--- config.mk ---
export PLATFORM = sky130hd
export DESIGN_NAME = spi_reg_if
export DESIGN_NICKNAME = d
export VERILOG_FILES = /design/src/rtl/spi_reg_pkg.sv /design/src/rtl/spi_sync_edges.sv /design/src/rtl/spi_frame_fsm.sv /design/src/rtl/spi_ctrl_bank.sv /design/src/rtl/spi_status_bank.sv /design/src/rtl/spi_reg_if.sv
export SDC_FILE = /design/constraint.sdc
export NUM_CORES = 1
export LEC_CHECK = 0
export CAP_MARGIN = 5
export CORE_MARGIN = 1
export CORE_UTILIZATION = 55
export CTS_BUF_LIST = sky130_fd_sc_hd__clkbuf_8
export DETAILED_ROUTE_END_ITERATION = 6
export GPL_ROUTABILITY_DRIVEN = 0
export PLACE_DENSITY_LB_ADDON = 0.15
export SYNTH_ARGS = -nofsm -noshare
export SYNTH_HDL_FRONTEND = slang
export SYNTH_SLANG_ARGS = --single-unit
--- constraint.sdc ---
create_clock -name clk -period 4.3 [get_ports clk]
set_input_delay 0.86 -clock clk [delete_from_list [all_inputs] [get_ports clk]]
set_output_delay 0.86 -clock clk [all_outputs]
set_load 0.03 [all_outputs]
--- src/rtl/spi_reg_pkg.sv ---
package spi_reg_pkg;

    typedef enum logic [1:0] {
        ST_IDLE   = 2'd0,
        ST_SHIFT  = 2'd1,
        ST_COMMIT = 2'd2,
        ST_DROP   = 2'd3
    } frame_state_e;

endpackage

--- src/rtl/spi_sync_edges.sv ---
module spi_sync_edges #(
    parameter int STAGES = 2
) (
    input  logic clk,
    input  logic rst_n,
    input  logic sclk_in,
    input  logic cs_n_in,
    input  logic mosi_in,
    output logic sclk_rise,
    output logic sclk_fall,
    output logic cs_fall,
    output logic cs_rise,
    output logic mosi_s
);

    // bit 2: chip select, bit 1: serial clock, bit 0: data in
    localparam logic [2:0] IDLE_VAL = 3'b100;

    logic [2:0] chain [STAGES];
    logic [2:1] prev;
    logic [2:0] cur;

    always_ff @(posedge clk or negedge rst_n) begin
        if (!rst_n) begin
            for (int k = 0; k < STAGES; k++) chain[k] <= IDLE_VAL;
            prev <= IDLE_VAL[2:1];
        end else begin
            chain[0] <= {cs_n_in, sclk_in, mosi_in};
            for (int k = 1; k < STAGES; k++) chain[k] <= chain[k-1];
            prev <= chain[STAGES-1][2:1];
        end
    end

    assign cur       = chain[STAGES-1];
    assign sclk_rise =  cur[1] & ~prev[1];
    assign sclk_fall = ~cur[1] &  prev[1];
    assign cs_fall   = ~cur[2] &  prev[2];
    assign cs_rise   =  cur[2] & ~prev[2];
    assign mosi_s    =  cur[0];

endmodule

--- src/rtl/spi_frame_fsm.sv ---
module spi_frame_fsm
    import spi_reg_pkg::*;
#(
    parameter int FRAME_W = 16
) (
    input  logic               clk,
    input  logic               rst_n,
    input  logic               sclk_rise,
    input  logic               sclk_fall,
    input  logic               cs_fall,
    input  logic               cs_rise,
    input  logic               mosi_s,
    input  logic [FRAME_W-1:0] tx_word,
    output logic [FRAME_W-1:0] rx_word,
    output logic               snap,
    output logic               commit,
    output logic               miso,
    output logic               miso_oe
);

    localparam int CNT_W = $clog2(FRAME_W + 1) + 1;
    localparam logic [CNT_W-1:0] CNT_MAX  = '1;
    localparam logic [CNT_W-1:0] CNT_FULL = CNT_W'(FRAME_W);

    frame_state_e state, nxt;
    logic [CNT_W-1:0]   bit_cnt;
    logic [FRAME_W-1:0] sh_in;
    logic [FRAME_W-1:0] sh_out;

    // state register
    always_ff @(posedge clk or negedge rst_n) begin
        if (!rst_n) state <= ST_IDLE;
        else        state <= nxt;
    end

    // transitions
    always_comb begin
        nxt = state;
        unique case (state)
            ST_IDLE:   if (cs_fall) nxt = ST_SHIFT;
            ST_SHIFT:  if (cs_rise) nxt = (bit_cnt == CNT_FULL) ? ST_COMMIT : ST_DROP;
            ST_COMMIT: nxt = ST_IDLE;
            ST_DROP:   nxt = ST_IDLE;
            default:   nxt = ST_IDLE;
        endcase
    end

    // outputs and shift datapath
    always_ff @(posedge clk or negedge rst_n) begin
        if (!rst_n) begin
            bit_cnt <= '0;
            sh_in   <= '0;
            sh_out  <= '0;
            miso_oe <= 1'b0;
        end else begin
            miso_oe <= (nxt == ST_SHIFT);
            if (snap) begin
                sh_out  <= tx_word;
                sh_in   <= '0;
                bit_cnt <= '0;
            end else if (state == ST_SHIFT) begin
                if (sclk_rise) begin
                    sh_in <= {sh_in[FRAME_W-2:0], mosi_s};
                    if (bit_cnt != CNT_MAX) bit_cnt <= bit_cnt + 1'b1;
                end
                if (sclk_fall) sh_out <= {sh_out[FRAME_W-2:0], 1'b0};
            end
        end
    end

    assign snap    = (state == ST_IDLE) && cs_fall;
    assign commit  = (state == ST_COMMIT);
    assign rx_word = sh_in;
    assign miso    = sh_out[FRAME_W-1];

endmodule

--- src/rtl/spi_ctrl_bank.sv ---
module spi_ctrl_bank #(
    parameter int ADDR_W = 2,
    parameter int CTRL_W = 10,
    parameter int SEL_W  = 3,
    parameter int NSENSE = 5
) (
    input  logic                          clk,
    input  logic                          rst_n,
    input  logic                          commit,
    input  logic [ADDR_W-1:0]             wr_addr,
    input  logic [CTRL_W-1:0]             wr_data,
    input  logic [SEL_W-1:0]              wr_sel,
    output logic [(1<<ADDR_W)*CTRL_W-1:0] ctrl_flat,
    output logic [NSENSE-1:0]             sense_sel,
    output logic [ADDR_W-1:0]             rd_addr
);

    localparam int NREG = 1 << ADDR_W;

    logic [NSENSE-1:0] sel_dec;

    for (genvar i = 0; i < NREG; i++) begin : g_reg
        always_ff @(posedge clk or negedge rst_n) begin
            if (!rst_n)
                ctrl_flat[i*CTRL_W +: CTRL_W] <= '0;
            else if (commit && wr_addr == ADDR_W'(i))
                ctrl_flat[i*CTRL_W +: CTRL_W] <= wr_data;
        end
    end

    for (genvar k = 0; k < NSENSE; k++) begin : g_dec
        assign sel_dec[k] = (wr_sel == SEL_W'(k));
    end

    always_ff @(posedge clk or negedge rst_n) begin
        if (!rst_n) begin
            sense_sel <= '0;
            rd_addr   <= '0;
        end else if (commit) begin
            sense_sel <= sel_dec;
            rd_addr   <= wr_addr;
        end
    end

endmodule

--- src/rtl/spi_status_bank.sv ---
module spi_status_bank #(
    parameter int                   NREG    = 4,
    parameter int                   ADDR_W  = 2,
    parameter int                   DIAG_W  = 12,
    parameter int                   FRAME_W = 16,
    parameter logic [NREG*DIAG_W-1:0] USED  = '1,
    parameter logic [NREG-1:0]      CLR_RD  = '1
) (
    input  logic                   clk,
    input  logic                   rst_n,
    input  logic [NREG*DIAG_W-1:0] diag_set,
    input  logic                   flag_psf,
    input  logic                   flag_tsd,
    input  logic                   flag_tw,
    input  logic                   snap,
    input  logic                   commit,
    input  logic                   srr_hit,
    input  logic [ADDR_W-1:0]      rd_addr,
    output logic [FRAME_W-1:0]     tx_word,
    output logic [NREG-1:0]        clr_strobe
);

    logic [DIAG_W-1:0] flags [NREG];
    logic [DIAG_W-1:0] sent_bits;
    logic [ADDR_W-1:0] sent_addr;
    logic [DIAG_W-1:0] sel_flags;

    always_ff @(posedge clk or negedge rst_n) begin
        if (!rst_n) begin
            sent_bits <= '0;
            sent_addr <= '0;
        end else if (snap) begin
            sent_bits <= sel_flags;
            sent_addr <= rd_addr;
        end
    end

    for (genvar i = 0; i < NREG; i++) begin : g_stat
        logic              rd_clr;
        logic [DIAG_W-1:0] clr_vec;
        assign rd_clr  = commit && CLR_RD[i] && (sent_addr == ADDR_W'(i));
        assign clr_vec = srr_hit ? '1 : (rd_clr ? sent_bits : '0);

        always_ff @(posedge clk or negedge rst_n) begin
            if (!rst_n) begin
                flags[i]      <= '0;
                clr_strobe[i] <= 1'b0;
            end else begin
                flags[i] <= ((flags[i] & ~clr_vec) | diag_set[i*DIAG_W +: DIAG_W])
                            & USED[i*DIAG_W +: DIAG_W];
                clr_strobe[i] <= srr_hit || rd_clr;
            end
        end
    end

    assign sel_flags = flags[rd_addr];
    assign tx_word   = {|sel_flags, flag_psf, flag_tsd, flag_tw, sel_flags};

endmodule

--- src/rtl/spi_reg_if.sv ---
module spi_reg_if #(
    parameter int FRAME_W     = 16,
    parameter int ADDR_W      = 2,
    parameter int SEL_W       = 3,
    parameter int NSENSE      = 5,
    parameter int SYNC_STAGES = 2,
    parameter logic [(1<<ADDR_W)*(FRAME_W-4)-1:0] STAT_USED = 48'h03F_3FF_0FF_FFF,
    parameter logic [(1<<ADDR_W)-1:0] CLR_ON_READ = 4'b1011
) (
    input  logic                                  clk,
    input  logic                                  rst_n,
    input  logic                                  spi_sclk,
    input  logic                                  spi_cs_n,
    input  logic                                  spi_mosi,
    output logic                                  spi_miso,
    output logic                                  spi_miso_oe,
    input  logic [(1<<ADDR_W)*(FRAME_W-4)-1:0]    diag_set,
    input  logic                                  flag_psf,
    input  logic                                  flag_tsd,
    input  logic                                  flag_tw,
    output logic [(1<<ADDR_W)*(FRAME_W-ADDR_W-SEL_W-1)-1:0] ctrl_flat,
    output logic [NSENSE-1:0]                     sense_sel,
    output logic [(1<<ADDR_W)-1:0]                clr_strobe
);

    localparam int NREG    = 1 << ADDR_W;
    localparam int DIAG_W  = FRAME_W - 4;
    localparam int CTRL_W  = FRAME_W - ADDR_W - SEL_W - 1;
    localparam int SRR_BIT = CTRL_W;
    localparam int SEL_LO  = CTRL_W + 1;
    localparam int ADDR_LO = FRAME_W - ADDR_W;

    logic sclk_rise, sclk_fall, cs_fall, cs_rise, mosi_s;
    logic snap, commit, srr_hit;
    logic [FRAME_W-1:0] rx_word, tx_word;
    logic [ADDR_W-1:0]  rd_addr;

    spi_sync_edges #(.STAGES(SYNC_STAGES)) u_sync (
        .clk(clk), .rst_n(rst_n),
        .sclk_in(spi_sclk), .cs_n_in(spi_cs_n), .mosi_in(spi_mosi),
        .sclk_rise(sclk_rise), .sclk_fall(sclk_fall),
        .cs_fall(cs_fall), .cs_rise(cs_rise), .mosi_s(mosi_s)
    );

    spi_frame_fsm #(.FRAME_W(FRAME_W)) u_fsm (
        .clk(clk), .rst_n(rst_n),
        .sclk_rise(sclk_rise), .sclk_fall(sclk_fall),
        .cs_fall(cs_fall), .cs_rise(cs_rise), .mosi_s(mosi_s),
        .tx_word(tx_word), .rx_word(rx_word),
        .snap(snap), .commit(commit),
        .miso(spi_miso), .miso_oe(spi_miso_oe)
    );

    assign srr_hit = commit && rx_word[SRR_BIT];

    spi_ctrl_bank #(
        .ADDR_W(ADDR_W), .CTRL_W(CTRL_W), .SEL_W(SEL_W), .NSENSE(NSENSE)
    ) u_ctrl (
        .clk(clk), .rst_n(rst_n), .commit(commit),
        .wr_addr(rx_word[ADDR_LO +: ADDR_W]),
        .wr_data(rx_word[CTRL_W-1:0]),
        .wr_sel(rx_word[SEL_LO +: SEL_W]),
        .ctrl_flat(ctrl_flat), .sense_sel(sense_sel), .rd_addr(rd_addr)
    );

    spi_status_bank #(
        .NREG(NREG), .ADDR_W(ADDR_W), .DIAG_W(DIAG_W), .FRAME_W(FRAME_W),
        .USED(STAT_USED), .CLR_RD(CLR_ON_READ)
    ) u_stat (
        .clk(clk), .rst_n(rst_n), .diag_set(diag_set),
        .flag_psf(flag_psf), .flag_tsd(flag_tsd), .flag_tw(flag_tw),
        .snap(snap), .commit(commit), .srr_hit(srr_hit), .rd_addr(rd_addr),
        .tx_word(tx_word), .clr_strobe(clr_strobe)
    );

endmodule

==> metrics.yaml, run 1 <==
floorplanning:
  initial_core_util_pct: 57.0
  fp.dieW_um: 106
  die_y_um: 106
  rows: 37
  die_area_mm2: 0.0112
  num_io_pins: 107
  core_mm2: 0.0104
outcome:
  status: "finished clean"
pwr:
  peakVddDrop_v: 0.000318
  leakage_uw: 0.00326
  cellPowerDensity_mw_per_mm2: 453
routing:
  firstDrtPassIters: 4
  drcViolationCount: 0
  drt-initial-drc-count: 198
  drt-total-wl_mm: 12.2
  ant_nets: 0
  avgViaCountPerCell: 5.60
  wl_per_cell_um: 17.5
  via_count: 3901
job:
  cap_violations: 0
clock_network:
  cts_tree: "yes"
  cts_hold_buf: 0
  postCtsSetupBuffers: 0
  clock-sinks: 150
  numCtsBuffers: 17
  ctsResizeCount: 0
  cts-root-buf: "clkbuf_8"
  cts.reportedPaths.clkPinSlew_ns: 0.08
  clockBufferDepth: 2
  clk_latency_ns: 0.45
  htree_levels: 4
cells_and_area:
  antenna_cells: 0
  syn2layout_area_growth_pct: 24.5
  drive_above_1_share_pct: 10.2
  num-fill-cells: 732
  nets: 606
grt:
  grtUsageMet2_pct: 36.7
  track_usage_pct: 24.2
  grt_util_met3_pct: 6.74
  grt_first_pass_wirelength_mm: 20.5
  overflow: 0
  busiest_layer: "met2"
  grt_max_degree: 117
  grt_pass1_vias: 4013
  antenna_found_initial: 0
  grt_use_met1_pct: 34.1
logic_synthesis:
  netlist_instances: 454
  syn_area_mm2: 0.00594
  async_reset_ff_share_pct: 100
  synth_area_per_cell_um2: 13.1
  synth-edff-count: 0
  ys_warn_count: 0
  yosysUniqueCellTypes: 48
  yosysSeqAreaShare_pct: 63.3
  syn-num-nets: 512
  ys.flop_type: "dfrtp_1"
  synth_seq_cells: 150
setup_path:
  cp-end-kind: "primary output"
  worstPathArrival_ns: 1.50
  crit_fanout: 2
  startpoint_type: "flop"
  cp_cell_sequence: "clkdlybuf4s50_1"
  required_ns: 3.44
  crit_type: "flop to primary output"
  cp_slowest_cell: "clkdlybuf4s50_1"
  cp_top_family: "buffers and inverters"
  max_stage_delay_ns: 0.68
  path_buf_inv: 1
timing:
  slew_headroom_pct: 27.1
  rsz0062_at_grt: "false"
  fin_skew_ns: 0.0159
  fin_crit_ns: 2.36
  fin_tns_setup_ns: 0
  max_freq_mhz: 424
  whs_ns: 0.352
  slew_viol_final: 0
  tightest_slew_ns: 1.09
  setup_viol_count_final: 0
  hold_violations: 0
  finalCritPeriodShare_pct: 54.8
min_path:
  hold_class: "flop to flop"
placed_design:
  io_buffers: 94
  dp_hpwl_mm: 8.00
power by group:
group	switching, µW	internal (µW)
sequential	162	1600
combinational	242	222
clock	495	627
area by class of cell:
| class | count | area (µm²) | share of cell area [%] |
|---|---|---|---|
| Clock buffer | 21 | 289 | 3.91 |
| Clock inverter | 11 | 130 | 1.76 |
| Multi-Input combinational cell | 276 | 2050 | 27.8 |
| Tap cell | 136 | 170 | 2.30 |
| Inverter | 5 | 18.8 | 0.254 |
| Timing Repair Buffer | 98 | 972 | 13.2 |
| Sequential cell | 150 | 3760 | 50.8 |
synthesized netlist by cell type, types with 2 or more instances:
cell type,number,share of area [%]
a21o_1,13,1.6
a21oi_1,3,0.25
a221o_1,2,0.34
a22o_1,20,2.9
a22oi_1,10,1.3
a31o_1,26,3.8
and3_1,3,0.32
buf_2,14,1.2
buf_6,2,0.38
clkbuf_1,7,0.44
dfrtp_1,147,62
dfstp_2,3,1.3
ha_1,2,0.42
inv_1,4,0.25
mux2_1,40,7.6
mux2i_1,5,0.84
mux4_2,6,2.3
nand2_1,88,5.6
nand2b_1,2,0.21
nand3_1,6,0.51
nor2_1,8,0.51
nor2_2,2,0.21
nor2b_1,2,0.21
nor3_1,4,0.34
nor3b_1,2,0.25
nor4_2,2,0.42
o2111ai_1,2,0.30
o21ai_1,3,0.25
o2bb2ai_1,2,0.30
o31ai_1,2,0.25
or2_1,2,0.21
xor2_1,4,0.59
through the flow:
| step | total power, µW | instances | utilization (%) | setup slack (ns) | area, µm² |
|---|---|---|---|---|---|
| 2_1_floorplan | 2030 | 454 | - | 2.71 | 5940 |
| 3_3_place_gp | 2230 | 665 | 66.9 | 1.99 | 6970 |
| 3_5_place_dp | 2250 | 665 | 66.9 | 1.95 | 6970 |
| 4_1_cts | 3380 | 697 | 71.0 | 1.92 | 7390 |
| 5_1_grt | 3520 | 697 | 71.0 | 1.72 | 7390 |
| 6_report | 3350 | 697 | 71.0 | 1.94 | 7390 |
state kept, by name (all words and copies together), names as in the netlist:
name	count
u_ctrl.ctrl_flat	40
u_stat.flags	36
u_fsm.rx_word	16
u_fsm.sh_out	16
u_stat.sent_bits	12
u_fsm.bit_cnt	6
u_ctrl.sense_sel	5
u_stat.clr_strobe	4
u_sync.chain	3
u_sync.cur	3
u_ctrl.rd_addr	2
u_fsm.state	2
u_stat.sent_addr	2
u_sync.prev	2
u_fsm.miso_oe	1
cells in the final DEF, fill, tap and decap left out, drive strengths merged, types with 3 or more instances in the layout:
cell	instances
a21o	13
a21oi	3
a22o	20
a22oi	10
a31o	26
and3	3
buf	5
bufinv	3
clkbuf	21
clkdlybuf4s50	93
clkinv	5
dfrtp	147
dfstp	3
inv	7
mux2	40
mux2i	5
mux4	6
nand2	88
nand3	7
nor2	11
nor3	6
nor3b	3
o21ai	4
xor2	4
per-layer routing:
metal	up-vias	wire length, µm	part of all wire, %
met1	1996	5570	46
met3	9	577	4.7
met5	-	0	0
li1	1801	-	-
met4	0	103	0.85
met2	95	5940	49
worst paths after layout:
path,start,slack (ns),cells after the start,end
max in group asynchronous,rst_n,2.87,2,u_stat.flags[38]$_DFF_PN0_
setup / recovery,u_ctrl.sense_sel[0]$_DFFE_PN0P_,1.94,1,sense_sel[0]
hold / removal,u_sync.chain[4]$_DFF_PN0_,0.35,0,u_sync.cur[1]$_DFF_PN0_
setup reg to reg,u_fsm.state[0]$_DFF_PN0_,1.95,4,u_fsm.sh_out[8]$_DFFE_PN0P_
hold reg to reg,u_sync.chain[4]$_DFF_PN0_,0.35,0,u_sync.cur[1]$_DFF_PN0_
min in group asynchronous,rst_n,0.57,1,u_ctrl.ctrl_flat[1]$_DFFE_PN0P_
logic make-up (layout without fill, tap and decap cells):
kind of cell	after synthesis	after routing	synth area share, %
XOR/XNOR	5	5	0.737
multiplexers	51	51	10.7
AO/OA/AOI/OAI	87	87	11.8
buffers and inverters	28	135	2.32
AND/OR/NAND/NOR	131	131	10.7
flip-flops	150	150	63.3
adder cells (fa/ha/maj)	2	2	0.421
Power figures use the tool's default switching activity.
==> run 2: changes to the inputs <==
--- a/config.mk
+++ b/config.mk
@@ -7,7 +7,7 @@
 export LEC_CHECK = 0
 export CAP_MARGIN = 5
 export CORE_MARGIN = 1
-export CORE_UTILIZATION = 55
+export CORE_UTILIZATION = 54
 export CTS_BUF_LIST = sky130_fd_sc_hd__clkbuf_8
 export DETAILED_ROUTE_END_ITERATION = 6
 export GPL_ROUTABILITY_DRIVEN = 0
==> constraint.sdc (replaced) <==
create_clock -name clk -period 2.2 [get_ports clk]
set_input_delay 0.44 -clock clk [delete_from_list [all_inputs] [get_ports clk]]
set_output_delay 0.44 -clock clk [all_outputs]
set_load 0.03 [all_outputs]
==> run 2 against run 1 <==
Net effect: first-iteration DRC count increased by 27%; count of clock-buffer cells in the layout grew 2; die area up 1.8%; combinational power rose by 100%; worst hold slack lost 0.35 ns; sequential power increased by 95%; flip-flop and latch count did not move; sequential share of layout area down 0.75 points; critical path depth unchanged; global-route usage decreased by 0.62 points; critical path type unchanged; largest cell class unchanged.
==> metrics.yaml, run 2 (synthesis results as in run 1) <==
outcome:
  status: "finished clean"
clock_network:
  cts.reportedPaths.clkPinSlew_ns: 0.08  # about the same
  cts_hold_buf: 0  # unchanged
  cts-root-buf: "clkbuf_8"
  ctsResizeCount: 0  # unchanged
  postCtsSetupBuffers: 0  # unchanged
  cts_tree: "yes"
  clockBufferDepth: 2  # unchanged
  htree_levels: 4  # unchanged
  numCtsBuffers: 17  # unchanged
  clk_latency_ns: 0.44  # about the same
  clock-sinks: 150  # unchanged
routing:
  avgViaCountPerCell: 5.58  # -0.26%
  firstDrtPassIters: 4  # unchanged
  wl_per_cell_um: 17.1  # -1.9%
  ant_nets: 0  # unchanged
  drcViolationCount: 0  # unchanged
  drt-initial-drc-count: 252  # +27%
  drt-total-wl_mm: 12.2  # about the same
  via_count: 3969  # +1.7%
grt:
  overflow: 0  # unchanged
  antenna_found_initial: 0  # unchanged
  grt_first_pass_wirelength_mm: 20.2  # -1.9%
  track_usage_pct: 23.5  # -0.62 points
  grt_max_degree: 67  # -43%
  grt_pass1_vias: 4018  # +0.12%
cells_and_area:
  reg.largest.list: "u_ctrl.ctrl_flat (40), u_stat.flags (36)"
  syn2layout_area_growth_pct: 26.3
  largest_reg_flops: 40  # unchanged
  final_core_util_pct: 71.4  # +0.42 points
  antenna_cells: 0  # unchanged
  nets: 620  # +2.3%
  drive_above_1_share_pct: 11.5  # +1.3 points
  final_cell_mix: "dfrtp_1, clkdlybuf4s50_1, nand2_1"
  final_common_cell: "dfrtp_1"
  largest_register: "u_ctrl.ctrl_flat"
  finish.instance_area_mm2: 0.00750  # +1.5%
timing:
  fin_skew_ns: 0.0100  # -0.00591 ns
  slew_viol_final: 0  # unchanged
  finalCritPeriodShare_pct: 87.9
  hold_violations: 0  # unchanged
  fin_crit_ns: 1.93
  layout_setup_ws_ns: 0.265  # -1.68 ns
  tightest_slew_ns: 0.637  # -0.457 ns
  fin_tns_setup_ns: 0  # unchanged
  max_freq_mhz: 517
  rsz0062_at_grt: "false"
  slew_headroom_pct: 57.5  # +30 points
  setup_viol_count_final: 0  # unchanged
placed_design:
  place_ws_ns: 0.315  # -1.63 ns
  dpl_cell_area_mm2: 0.00712  # +2.2%
  dp_hpwl_mm: 8.40  # +5.1%
  io_buffers: 94  # unchanged
floorplanning:
  die_y_um: 107  # +0.91%
  core_mm2: 0.0105  # +0.89%
  initial_core_util_pct: 56.5  # -0.50 points
  die_area_mm2: 0.0114  # +1.8%
  num_io_pins: 107  # unchanged
  fp.dieW_um: 107  # +0.91%
  rows: 37  # unchanged
setup_path:
  max_stage_delay_ns: 0.68  # about the same
  required_ns: 1.76  # -1.68 ns
  cp_cell_sequence: "clkdlybuf4s50_1"
  reg2reg_depth: 5  # +1
  crit_type: "flop to primary output"
  cp_top_family: "buffers and inverters"
  crit_fanout: 2  # unchanged
  path_buf_inv: 1  # unchanged
  worstPathArrival_ns: 1.49  # about the same
  startpoint_type: "flop"
  cp-end-kind: "primary output"
  worst-path-stages: 1  # unchanged
  cp_slowest_cell: "clkdlybuf4s50_1"
min_path:
  hold_class: "input port to asynchronous set/reset pin"
pwr:
  leakage_uw: 0.00334  # +2.5%
  total_power_uw: 6390  # +91%
  cellPowerDensity_mw_per_mm2: 851  # +88%
  peakVddDrop_v: 0.000559  # +76%
job:
  cap_violations: 0  # unchanged
==> run 2: cell types whose count changed in the layout (fill, tap and decap cells not counted), sizes merged <==
cell,before,now
buf,5,19
bufinv,3,1
clkbuf,21,23
clkinv,5,2
clkinvlp,1,0
inv,7,11
==> run 2: through the flow <==
step / std cells / hold WS (ns)
floorplan: 454 / 0.144
global placement: 679 / 0.336
detailed placement: 679 / 0.337
CTS: 711 / 0.0122
global route: 711 / 0.0183
finish: 711 / 0.00415
==> run 2: worst paths after layout <==
check	from	endpoint	slack [ns]
worst max-delay path	u_ctrl.sense_sel[4]$_DFFE_PN0P_	sense_sel[4]	0.27
worst min-delay path	rst_n	u_ctrl.ctrl_flat[30]$_DFFE_PN0P_	0.004
worst max register to register	u_ctrl.rd_addr[0]$_DFFE_PN0P_	u_fsm.sh_out[15]$_DFFE_PN0P_	0.31
worst min register to register	u_sync.chain[3]$_DFF_PN0_	u_sync.cur[0]$_DFF_PN0_	0.35
max in group asynchronous	rst_n	u_stat.flags[3]$_DFF_PN0_	1.58
min in group clk	u_sync.chain[3]$_DFF_PN0_	u_sync.cur[0]$_DFF_PN0_	0.35
==> run 2: cell type report <==
class                   instances  area [µm²]
flip-flops and latches        150        3760
fillers                       746        3010
multi-input cells             276        2050
repair buffers                112        1130
clock buffers                  23         317
well taps                     136         170
clock inverters                 9        62.6
inverters                       5        18.8
==> run 2: power by group <==
part	switching, µW	leakage, µW	internal, µW
logic	487	0.00131	462
clock network	938	0.000219	1050
registers	316	0.00181	3130
total	1740	0.00334	4650
==> run 2: worst reg2reg max path, delay by kind of cell (launching register included) <==
family	cells	cell delay, ns
AO/OA/AOI/OAI	2	0.28
buffers and inverters	1	0.19
flip-flops	1	0.56
multiplexers	1	0.54
AND/OR/NAND/NOR	1	0.21
==> run 2: layer usage <==
metal,vias up,part of all wire [%],global-route usage (%)
met5,-,0,0
met4,0,0.84,7.14
met1,2046,47,33.4
li1,1837,-,-
met3,10,3.9,7.05
met2,76,48,35.2
==> run 3: changes to the inputs <==
--- a/config.mk
+++ b/config.mk
@@ -5,9 +5,10 @@
 export SDC_FILE = /design/constraint.sdc
 export NUM_CORES = 1
 export LEC_CHECK = 0
+export ABC_AREA = 1
 export CAP_MARGIN = 5
 export CORE_MARGIN = 1
-export CORE_UTILIZATION = 54
+export CORE_UTILIZATION = 55
 export CTS_BUF_LIST = sky130_fd_sc_hd__clkbuf_8
 export DETAILED_ROUTE_END_ITERATION = 6
 export GPL_ROUTABILITY_DRIVEN = 0
==> constraint.sdc (replaced) <==
create_clock -name clk -period 2.5 [get_ports clk]
set_input_delay 0.5 -clock clk [delete_from_list [all_inputs] [get_ports clk]]
set_output_delay 0.5 -clock clk [all_outputs]
set_load 0.03 [all_outputs]
==> run 3 against run 2 <==
Net effect: non-clock buffer count shrank 10; count of clock-buffer cells in the layout fell by 5; critical endpoint is now sense_sel[0]; die area is essentially flat; utilization decreased by 0.15 points; combinational power rose by 45%.
==> metrics.yaml, run 3 <==
logic_synthesis:
  synth-edff-count: 0  # unchanged
  syn-num-nets: 663  # +29%
  synth_area_leader_cell: "dfrtp_1"
  synth_most_common_cell: "dfrtp_1"
  synth_seq_cells: 150  # unchanged
  yosysSeqAreaShare_pct: 62.1  # -1.2 points
  syn_area_mm2: 0.00605  # +1.9%
  synth_area_per_cell_um2: 10.0  # -24%
  async_reset_ff_share_pct: 100  # unchanged
  yosys-top-cells-area: "dfrtp_1, nand2_1, nand3_1"
  synth_top_cell_area_share_pct: 60.8  # -1.2 points
  synth.cells.most_frequent: "dfrtp_1, nand2_1, nand3_1, o21ai_0, inv_1"
  netlist_instances: 605  # +33%
  yosysUniqueCellTypes: 36  # -25%
  ys.flop_type: "dfrtp_1"
  ys_warn_count: 0  # unchanged
timing:
  slew_viol_final: 0  # unchanged
  whs_ns: 0.0287  # +0.0246 ns
  finalCritPeriodShare_pct: 81.1
  fin_skew_ns: 0.00892  # -0.00109 ns
  hold_violations: 0  # unchanged
  tightest_slew_ns: 0.689  # +0.0517 ns
  rsz0062_at_grt: "false"
  fin_tns_setup_ns: 0  # unchanged
  max_freq_mhz: 493
  slew_headroom_pct: 54.0  # -3.6 points
  fin_crit_ns: 2.03
  setup_viol_count_final: 0  # unchanged
cells_and_area:
  final_cell_mix: "dfrtp_1, nand2_1, clkdlybuf4s50_1"
  num-fill-cells: 798  # +7.0%
  largest_register: "u_ctrl.ctrl_flat"
  drive_above_1_share_pct: 9.28  # -2.2 points
  instances_no_fill: 847  # +19%
  antenna_cells: 0  # unchanged
  multi_input_area_mm2: 0.00191  # -6.7%
  largest_reg_flops: 40  # unchanged
  syn2layout_area_growth_pct: 23.7
  reg.largest.list: "u_ctrl.ctrl_flat (40), u_stat.flags (36)"
  final_common_cell: "dfrtp_1"
  regArea_mm2: 0.00376  # unchanged
  nets: 756  # +22%
floorplanning:
  die_area_mm2: 0.0114  # about the same
  rows: 37  # unchanged
  fp.dieW_um: 107  # about the same
  initial_core_util_pct: 57.6  # +1.1 points
  core_mm2: 0.0105  # unchanged
  die_y_um: 107  # about the same
  num_io_pins: 107  # unchanged
setup_path:
  max_stage_delay_ns: 0.68  # about the same
  worstPathArrival_ns: 1.53  # +0.04 ns
  worst-path-stages: 1  # unchanged
  startpoint_type: "flop"
  cp_slowest_cell: "clkdlybuf4s50_1"
  cp-end-kind: "primary output"
  required_ns: 2.00  # +0.24 ns
  cp_cell_sequence: "clkdlybuf4s50_1"
  cp_top_family: "buffers and inverters"
  path_buf_inv: 1  # unchanged
  crit_type: "flop to primary output"
  crit_fanout: 2  # unchanged
  reg2reg_depth: 7  # +2
grt:
  grt_first_pass_wirelength_mm: 23.8  # +18%
  grt_pass1_vias: 4866  # +21%
  overflow: 0  # unchanged
  busiest_layer: "met2"
  grtUsageMet2_pct: 44.7  # +9.4 points
  track_usage_pct: 27.5  # +3.9 points
  grt_use_met1_pct: 33.7  # +0.31 points
  antenna_found_initial: 0  # unchanged
  grt_max_degree: 61  # -9.0%
  grt_util_met3_pct: 9.36  # +2.3 points
job:
  cap_violations: 0  # unchanged
clock_network:
  ctsResizeCount: 0  # unchanged
  postCtsSetupBuffers: 0  # unchanged
  cts_tree: "yes"
  numCtsBuffers: 17  # unchanged
  cts.reportedPaths.clkPinSlew_ns: 0.08  # about the same
  clk_latency_ns: 0.45  # about the same
  clockBufferDepth: 2  # unchanged
  htree_levels: 4  # unchanged
  cts_hold_buf: 0  # unchanged
  clock-sinks: 150  # unchanged
  cts-root-buf: "clkbuf_8"
routing:
  via_count: 4732  # +19%
  wl_per_cell_um: 17.0  # -1.1%
  drt-total-wl_mm: 14.4  # +18%
  ant_nets: 0  # unchanged
  firstDrtPassIters: 4  # unchanged
  drcViolationCount: 0  # unchanged
  drt-initial-drc-count: 176  # -30%
  avgViaCountPerCell: 5.59  # about the same
pwr:
  peakVddDrop_v: 0.000535  # -4.3%
  cellPowerDensity_mw_per_mm2: 847  # -0.51%
  leakage_uw: 0.00338  # +1.3%
outcome:
  status: "finished clean"
placed_design:
  placedCellCount: 815  # +20%
  io_buffers: 94  # unchanged
  dp_hpwl_mm: 9.66  # +15%
min_path:
  hold_class: "input port to asynchronous set/reset pin"
-- run 3: path summary, 6_finish.rpt --
path | startpoint | endpoint | slack [ns]
setup / recovery | u_ctrl.sense_sel[0]$_DFFE_PN0P_ | sense_sel[0] | 0.47
hold reg to reg | u_sync.chain[4]$_DFF_PN0_ | u_sync.cur[1]$_DFF_PN0_ | 0.35
hold / removal | rst_n | u_stat.clr_strobe[0]$_DFF_PN0_ | 0.03
max in group asynchronous | rst_n | u_ctrl.ctrl_flat[28]$_DFFE_PN0P_ | 1.66
setup reg to reg | u_ctrl.rd_addr[1]$_DFFE_PN0P_ | u_fsm.sh_out[15]$_DFFE_PN0P_ | 0.67
min in group clk | u_sync.chain[4]$_DFF_PN0_ | u_sync.cur[1]$_DFF_PN0_ | 0.35
-- run 3: where the power goes --
part	internal (µW)	total, µW	switching (µW)
combinational	483	1380	896
sequential	2810	3060	252
clock	1000	1900	896
total	4300	6340	2040
-- run 3: final cells by class --
class                   count  area share [%]
clock inverters            14            2.17
inverters                  58            2.94
well taps                 136            2.27
multi-input cells         369            25.6
flip-flops and latches    150            50.2
clock buffers              18            3.31
repair buffers            102            13.6
-- run 3: stage by stage --
stage | setup slack, ns | utilization, % | area [µm²] | total power, µW
3_3_place_gp | 0.760 | 67.3 | 7080 | 4390
6_report | 0.472 | 71.2 | 7490 | 6340
2_1_floorplan | 1.18 | - | 6050 | 3960
3_5_place_dp | 0.703 | 67.3 | 7080 | 4460
4_1_cts | 0.450 | 71.2 | 7490 | 6360
5_1_grt | 0.428 | 71.2 | 7490 | 6660
-- run 3: routing by layer --
metal  share of wire (%)  wire [µm]
met2                  49       7060
met4                 1.6        230
met5                   0          0
met3                 8.1       1160
met1                  41       5900
-- run 3: cells by family (layout without fill, tap and decap cells) --
kind of cell | after synthesis | after routing | share of synthesized area [%]
compound gates | 135 | 135 | 14.3
xor+xnor | 2 | 2 | 0.290
fa+ha+maj | 2 | 2 | 0.413
buf+inv | 86 | 192 | 6.29
flops | 150 | 150 | 62.1
simple gates | 230 | 230 | 16.6
